`config.mk`:
```
export PLATFORM = sky130hd
export DESIGN_NAME = pair_issue_check
export DESIGN_NICKNAME = d
export VERILOG_FILES = /design/src/rtl/pair_pkg.sv /design/src/rtl/pair_raw_chk.sv /design/src/rtl/pair_waw_chk.sv /design/src/rtl/pair_unit_chk.sv /design/src/rtl/pair_issue_check.sv
export SDC_FILE = /design/constraint.sdc
export NUM_CORES = 1
export LEC_CHECK = 0
export ABC_CLOCK_PERIOD_IN_PS = 1700
export BUFFER_PORTS_ARGS = -buffer_cell sky130_fd_sc_hd__buf_2
export CAP_MARGIN = 5
export CORE_AREA = 2 2 39 41
export CTS_CLUSTER_DIAMETER = 40
export DETAILED_ROUTE_END_ITERATION = 8
export DIE_AREA = 0 0 41 43
export PLACE_DENSITY = 0.74
export SYNTH_ARGS = -nofsm -noshare
export SYNTH_HDL_FRONTEND = slang
export SYNTH_SLANG_ARGS = --single-unit
```
`constraint.sdc`:
```
create_clock -name clk -period 1.7 [get_ports clk]
set_input_delay 0.085 -clock clk [delete_from_list [all_inputs] [get_ports clk]]
set_output_delay 0.085 -clock clk [all_outputs]
set_load 0.02 [all_outputs]
```
`src/rtl/pair_pkg.sv`:
```
package pair_pkg;
    localparam int REG_W   = 5;
    localparam int NSRC    = 2;
    localparam int CLS_W   = 3;
    localparam int CNT_W   = 2;

    typedef enum logic [CLS_W-1:0] {
        CLS_ALU = 3'd0,
        CLS_MUL = 3'd1,
        CLS_MEM = 3'd2,
        CLS_DIV = 3'd3,
        CLS_BR  = 3'd4
    } op_cls_e;

    typedef struct packed {
        logic                       valid;
        logic [REG_W-1:0]           dst;
        logic                       dst_we;
        logic [NSRC-1:0][REG_W-1:0] src;
        logic [NSRC-1:0]            src_use;
        logic [CLS_W-1:0]           cls;
    } slot_t;

    // A register reference counts only when enabled and not the zero register.
    function automatic logic ref_live(input logic [REG_W-1:0] idx, input logic en);
        return en && (idx != '0);
    endfunction
endpackage

```
`src/rtl/pair_raw_chk.sv`:
```
module pair_raw_chk
    import pair_pkg::*;
(
    input  slot_t older,
    input  slot_t younger,
    output logic  raw
);
    logic [NSRC-1:0] hit;
    logic            wr_live;

    assign wr_live = ref_live(older.dst, older.dst_we);

    for (genvar i = 0; i < NSRC; i++) begin : g_src
        assign hit[i] = wr_live
                     && ref_live(younger.src[i], younger.src_use[i])
                     && (younger.src[i] == older.dst);
    end

    assign raw = |hit;
endmodule

```
`src/rtl/pair_waw_chk.sv`:
```
module pair_waw_chk
    import pair_pkg::*;
(
    input  slot_t older,
    input  slot_t younger,
    output logic  waw
);
    assign waw = ref_live(older.dst, older.dst_we)
              && ref_live(younger.dst, younger.dst_we)
              && (older.dst == younger.dst);
endmodule

```
`src/rtl/pair_unit_chk.sv`:
```
module pair_unit_chk
    import pair_pkg::*;
#(
    parameter logic [CLS_W-1:0] UNIT_CLS = CLS_DIV
) (
    input  slot_t older,
    input  slot_t younger,
    output logic  clash
);
    assign clash = (older.cls == UNIT_CLS) && (younger.cls == UNIT_CLS);
endmodule

```
`src/rtl/pair_issue_check.sv`:
```
module pair_issue_check
    import pair_pkg::*;
(
    input  logic                 clk,
    input  logic                 rst,
    input  logic                 o_valid,
    input  logic [REG_W-1:0]     o_dst,
    input  logic                 o_dst_we,
    input  logic [REG_W-1:0]     o_src_a,
    input  logic                 o_src_a_use,
    input  logic [REG_W-1:0]     o_src_b,
    input  logic                 o_src_b_use,
    input  logic [CLS_W-1:0]     o_cls,
    input  logic                 y_valid,
    input  logic [REG_W-1:0]     y_dst,
    input  logic                 y_dst_we,
    input  logic [REG_W-1:0]     y_src_a,
    input  logic                 y_src_a_use,
    input  logic [REG_W-1:0]     y_src_b,
    input  logic                 y_src_b_use,
    input  logic [CLS_W-1:0]     y_cls,
    output logic                 issue_old,
    output logic                 issue_young,
    output logic [CNT_W-1:0]     issue_cnt
);
    slot_t older, younger;
    logic  raw, waw, clash, split;

    always_comb begin
        older.valid      = o_valid;
        older.dst        = o_dst;
        older.dst_we     = o_dst_we;
        older.src[0]     = o_src_a;
        older.src[1]     = o_src_b;
        older.src_use[0] = o_src_a_use;
        older.src_use[1] = o_src_b_use;
        older.cls        = o_cls;
        younger.valid      = y_valid;
        younger.dst        = y_dst;
        younger.dst_we     = y_dst_we;
        younger.src[0]     = y_src_a;
        younger.src[1]     = y_src_b;
        younger.src_use[0] = y_src_a_use;
        younger.src_use[1] = y_src_b_use;
        younger.cls        = y_cls;
    end

    pair_raw_chk u_raw (.older(older), .younger(younger), .raw(raw));
    pair_waw_chk u_waw (.older(older), .younger(younger), .waw(waw));
    pair_unit_chk #(.UNIT_CLS(CLS_DIV)) u_div (.older(older), .younger(younger), .clash(clash));

    assign split = raw | waw | clash;

    always_ff @(posedge clk) begin
        if (rst) begin
            issue_old   <= 1'b0;
            issue_young <= 1'b0;
            issue_cnt   <= '0;
        end else begin
            issue_old   <= older.valid;
            issue_young <= older.valid && younger.valid && !split;
            if (!older.valid)
                issue_cnt <= CNT_W'(0);
            else if (younger.valid && !split)
                issue_cnt <= CNT_W'(2);
            else
                issue_cnt <= CNT_W'(1);
        end
    end

    // the younger never leaves ahead of the older
    p_young_needs_old_r9: assert property (@(posedge clk) disable iff (rst)
        issue_young |-> issue_old);

    // count agrees with the enables
    p_cnt_matches_r9: assert property (@(posedge clk) disable iff (rst)
        issue_cnt == CNT_W'($countones({issue_old, issue_young})));

    // empty older slot issues nothing
    p_no_old_no_issue_r8: assert property (@(posedge clk) disable iff (rst)
        !o_valid |=> (!issue_old && !issue_young));

    // shared nonzero destination splits the pair
    p_shared_dst_split_r4: assert property (@(posedge clk) disable iff (rst)
        (o_valid && y_valid && o_dst_we && y_dst_we && o_dst != '0 && o_dst == y_dst)
        |=> (issue_old && !issue_young));

    // two divides never leave together
    p_one_divider_r5: assert property (@(posedge clk) disable iff (rst)
        (o_valid && y_valid && o_cls == CLS_DIV && y_cls == CLS_DIV)
        |=> !issue_young);

    // true dependence through the first younger source splits the pair
    p_raw_a_split_r3: assert property (@(posedge clk) disable iff (rst)
        (o_valid && y_valid && o_dst_we && o_dst != '0 && y_src_a_use && y_src_a == o_dst)
        |=> !issue_young);

    // reset clears the decision
    p_reset_clears_r1: assert property (@(posedge clk)
        rst |=> (!issue_old && !issue_young && issue_cnt == '0));
endmodule

```
Word-level counts from Yosys, hierarchy flattened --
Cells that the tools add are included. W data, S select, Z words.
Word-level totals: register bits 4, word-level logic and storage cells 33, output and inout bits 4, bits of input ports 46
Operators by class: mux-type cells 1, equality and inequality tests 5, bitwise gates (word level) 3, reductions and logical operators 21
Operators by type and width (count):
- $reduce_bool A5 Y1 | 4
- $eq A5 B5 Y1 | 3
- $logic_and A1 B1 Y1 | 14
- $eq A3 B2 Y1 const B | 2
- $reduce_or A2 Y1 | 2
- $mux W2 | 1
- $or A1 B1 Y1 | 2
- $logic_not A1 Y1 | 1
- $not A1 Y1 | 1

Logic depth before layout (Yosys ltp) --
depth in word-level cells 10, mapped depth 5, depth with buffers taken out 5

Hierarchy --
A second synthesis with hierarchy kept.
Unflattened totals: cells, all modules 41, area total of the unflattened synthesis 370.4 um2
Modules (own cells, without submodules):
- pair_raw_chk | times used 1, cells each 20, area each 150.1 um2, sequential area each 0.0 um2
- pair_issue_check | times used 1, cells each 9, area each 127.6 um2, sequential area each 80.1 um2
- pair_waw_chk | times used 1, cells each 10, area each 76.3 um2, sequential area each 0.0 um2
- pair_unit_chk | times used 1, cells each 2, area each 16.3 um2, sequential area each 0.0 um2

Least setup slack after synthesis --
Ideal clock, no wire load.
kind input to register, from input port o_dst[0], to register issue_cnt[1], library setup time 59 ps, path buffers 0, arrival time 1226 ps, data required time 1641 ps, stages 5, slack 415 ps, cell sequence or4_1 > o21a_1 > nor4b_1 > a211oi_2 > and2_1
Between the ends: word-level cells in the longest chain between the ends 10, elaborated cells between the ends (all ways) 17, classes of those cells eq/ne (3); mux (1); bitwise (2); reduce/logical (11)
RTL lines:
- start: declaration | RTL line pair_issue_check.sv:7 | input logic [REG_W-1:0] o_dst,
- $reduce_bool A5 Y1 | RTL line pair_pkg.sv:26 | return en && (idx != '0);
- $logic_and A1 B1 Y1 | RTL line pair_pkg.sv:26
- $logic_and A1 B1 Y1 | RTL line pair_raw_chk.sv:15 | && ref_live(younger.src[i], younger.src_use[i])
- $logic_and A1 B1 Y1 | RTL line pair_raw_chk.sv:16 | && (younger.src[i] == older.dst);
- $reduce_or A2 Y1 | RTL line pair_raw_chk.sv:19 | assign raw = |hit;
- $or A1 B1 Y1 (*) (2 in series) | RTL line pair_issue_check.sv:52 | assign split = raw | waw | clash;
- $logic_not A1 Y1 (*) | RTL line pair_issue_check.sv:64 | else if (younger.valid && !split)
- $logic_and A1 B1 Y1 (*) | RTL line pair_issue_check.sv:64
- $mux W2 (*) | RTL line pair_issue_check.sv:64
- end signal: assignment | RTL line pair_issue_check.sv:63 | issue_cnt <= CNT_W'(0);
- end signal: assignment | RTL line pair_issue_check.sv:65 | issue_cnt <= CNT_W'(2);
- end signal: assignment | RTL line pair_issue_check.sv:67 | issue_cnt <= CNT_W'(1);
- end: declaration | RTL line pair_issue_check.sv:24 | output logic [CNT_W-1:0] issue_cnt
Mark *: on every way between the ends. The rest lies on a longest branch, timed or not. A chain may end at the register's enable or synchronous reset.

Final worst setup path --
Same ends and word-level chain as after synthesis.

==> results.json <==
{
  "run_status": "complete, no violations",
  "worst-path-max-fanout": 4,
  "report.final.slew_viol_count": 0,
  "gr-usage-all-layers_pct": 12.6,
  "synth.cell_area_um2": 363,
  "path_class": "input pin to register",
  "ys_seq_elements": 4,
  "global_route_wire_length_before_repair_mm": 1.57,
  "cp-startpoint": "o_dst[0]",
  "via_count_of_the_first_global_routing_pass": 404,
  "cap_viol_max_count": 0,
  "mostFrequentLayoutCell": "sky130_fd_sc_hd__buf_2",
  "timing.critical_path.to": "issue_cnt[1]",
  "clockRootBuffer": "sky130_fd_sc_hd__clkbuf_4",
  "synth_top_area_share_pct": 33.8,
  "critical_path.endpoint_type": "register",
  "share_seq_of_total_power_pct": 30.4,
  "placedInstanceArea_um2": 568,
  "fp.coreArea_mm2": 0.00138,
  "cpPeakStageDelay_ns": 0.52,
  "power.static_leakage_nw": 0.264,
  "final_layout_size_suffix_gt1_share_pct": 50.0,
  "drc_errors": 0,
  "layout.cells.non_filler": 98,
  "worst_ir_drop_vdd_uv": 129,
  "antenna_violating_nets_post_route": 0,
  "clock_tree.htree_level_count": 1,
  "synthesized_net_count": 88,
  "critical-path-top-delay-family": "simple AND/OR/NAND/NOR gates",
  "finalHoldViolCount": 0,
  "routed_wire_length_per_instance_um": 9.86,
  "post-place-cells": 95,
  "power.net_switching_mw": 0.0858,
  "tritoncts": "yes",
  "die_h_um": 43,
  "cts_post_setup_buffers_inserted": 0,
  "synth_largest_area_cell": "sky130_fd_sc_hd__xnor2_1",
  "power.share.clock_pct": 35.1,
  "slew-limit-headroom_pct": 78.3,
  "io_buffers": 37,
  "cts_inserted_buffers": 3,
  "post_cts_resized": 0,
  "route.vias.total": 445,
  "first_iter_violations": 4,
  "max_slew.worst_pin.slew_ns": 0.321,
  "fin_total_pwr_mw": 0.327,
  "floorplan.initialDensity_pct": 26.2,
  "final_min_period_over_clock_period_pct": 74.0,
  "drt_pass1_iterations": 2,
  "grt-ovfl-total": 0,
  "grt_antenna_before_repair": 0,
  "power.density_cell_area_mw_per_mm2": 553,
  "post_synth.cell_area_avg_um2": 8.64,
  "route.final.wire_length_um": 966,
  "seq_area_frac_synth_pct": 22.1,
  "post_synth_main_area_contributors": "sky130_fd_sc_hd__xnor2_1 34%, sky130_fd_sc_hd__dfxtp_1 22%, sky130_fd_sc_hd__or4_1 8.3%",
  "path_depth": 6,
  "vias_per_instance": 4.54,
  "gate_power_share_pct": 34.5,
  "p_sw_share_pct": 26.3,
  "floorplan.die_area_mm2": 0.00176,
  "worst_ep_required_time_ns": 1.87,
  "layout.filler_cells": 147,
  "report.final.setup_viol": 0,
  "critPathBufInv": 1,
  "cp_cell_sequence": "buf_2, or4_1, o21a_1, nor4b_1, a211oi_2, and2_1",
  "rsz0062_at_grt": "no",
  "final_area_um2": 591,
  "totalNegativeSetupSlack_ns": 0,
  "insertedDiodeCount": 0,
  "power.internal_mw": 0.241,
  "yosys_warnings": 0,
  "worst_path_max_delay_cell": "sky130_fd_sc_hd__or4_1",
  "syn_to_final_growth_pct": 62.8,
  "synthDistinctLibCells": 16,
  "pin_count": 50,
  "dieWidth_um": 41,
  "cts.sink_count": 4,
  "rows": 14,
  "arrival_time_at_the_worst_endpoint_ns": 1.43,
  "min_period_ns": 1.26,
  "fmaxAchievable_mhz": 795,
  "timing.critical_path.from_type": "input pin",
  "synthCells": 42,
  "cts.clk_slew.worst_paths_ns": 0.04,
  "grt_start_max_net_pins": 6,
  "most-common-layout-cells": "37 x sky130_fd_sc_hd__buf_2, 14 x sky130_fd_sc_hd__xnor2_1, 4 x sky130_fd_sc_hd__or4_1, 4 x sky130_fd_sc_hd__dfxtp_1",
  "hold_path_class": "input pin to register",
  "nets_finish": 130,
  "clock_path_buffers": 2,
  "place.gp.congestion": 0.763,
  "cts-hold-fix-buffers": 0
}
## per-layer routing
metal	track usage [%]	vias to the layer above	routed length [µm]
met5	0	-	0
met4	6.00	0	0
met3	2.09	0	115
met2	17.5	26	433
met1	18.0	183	418
li1	-	236	-
## flip-flops by register name, summed over array words and instances, names as in the netlist
register     cells
issue_cnt        2
issue_young      1
issue_old        1
## through the flow
step | setup WS [ns] | util (%) | hold slack, ns
finish | 0.442 | 42.7 | 0.0382
global route | 0.323 | 42.7 | 0.0581
CTS | 0.435 | 42.7 | 0.0361
detailed placement | 0.194 | 41.0 | 0.282
global placement | 0.218 | 41.0 | 0.274
floorplan | 0.415 | - | 0.179
## synth_stat cells (all sizes together)
cell,n
nor4bb,1
nand4,2
nor2b,2
nand3,2
nor2,1
dfxtp,4
a21oi,1
o22ai,1
nand2,2
nor4b,1
o211ai,2
o21a,1
xnor2,14
a211oi,1
or4,4
and2,3
## final cells by class
class / instances / area, µm² / area share (%)
tap: 16 / 20.0 / 3.39
sequential: 4 / 80.1 / 13.6
multi-input combinational: 38 / 283 / 47.9
timing repair buffer: 37 / 185 / 31.4
clock buffer: 3 / 22.5 / 3.81
## how the worst min path moves through the flow
stage,from,endpoint,slack [ns],cells past startpoint
2_1_floorplan,rst,issue_old,0.18,1
3_3_place_gp,rst,issue_old,0.27,2
3_5_place_dp,rst,issue_old,0.28,2
4_1_cts,rst,issue_old,0.04,2
5_1_grt,rst,issue_old,0.06,2
6_report,rst,issue_old,0.04,2
## power groups by stage
stage / clock (mW) / combinational [mW] / sequential (mW)
2_1_floorplan: 0 / 0.0484 / 0.107
3_3_place_gp: 0 / 0.110 / 0.101
3_5_place_dp: 0 / 0.114 / 0.101
4_1_cts: 0.120 / 0.114 / 0.0995
5_1_grt: 0.132 / 0.125 / 0.100
6_report: 0.115 / 0.113 / 0.0995
## cell families after synthesis
logic type                after synthesis  synth area share, %
xor gates and xnor gates               14                 33.8
DFF                                     4                 22.1
AOI/OAI and AO/OA                       6                 12.8
and+or+nand+nor                        18                 31.4
No activity file was read; power rests on OpenSTA's default activity.
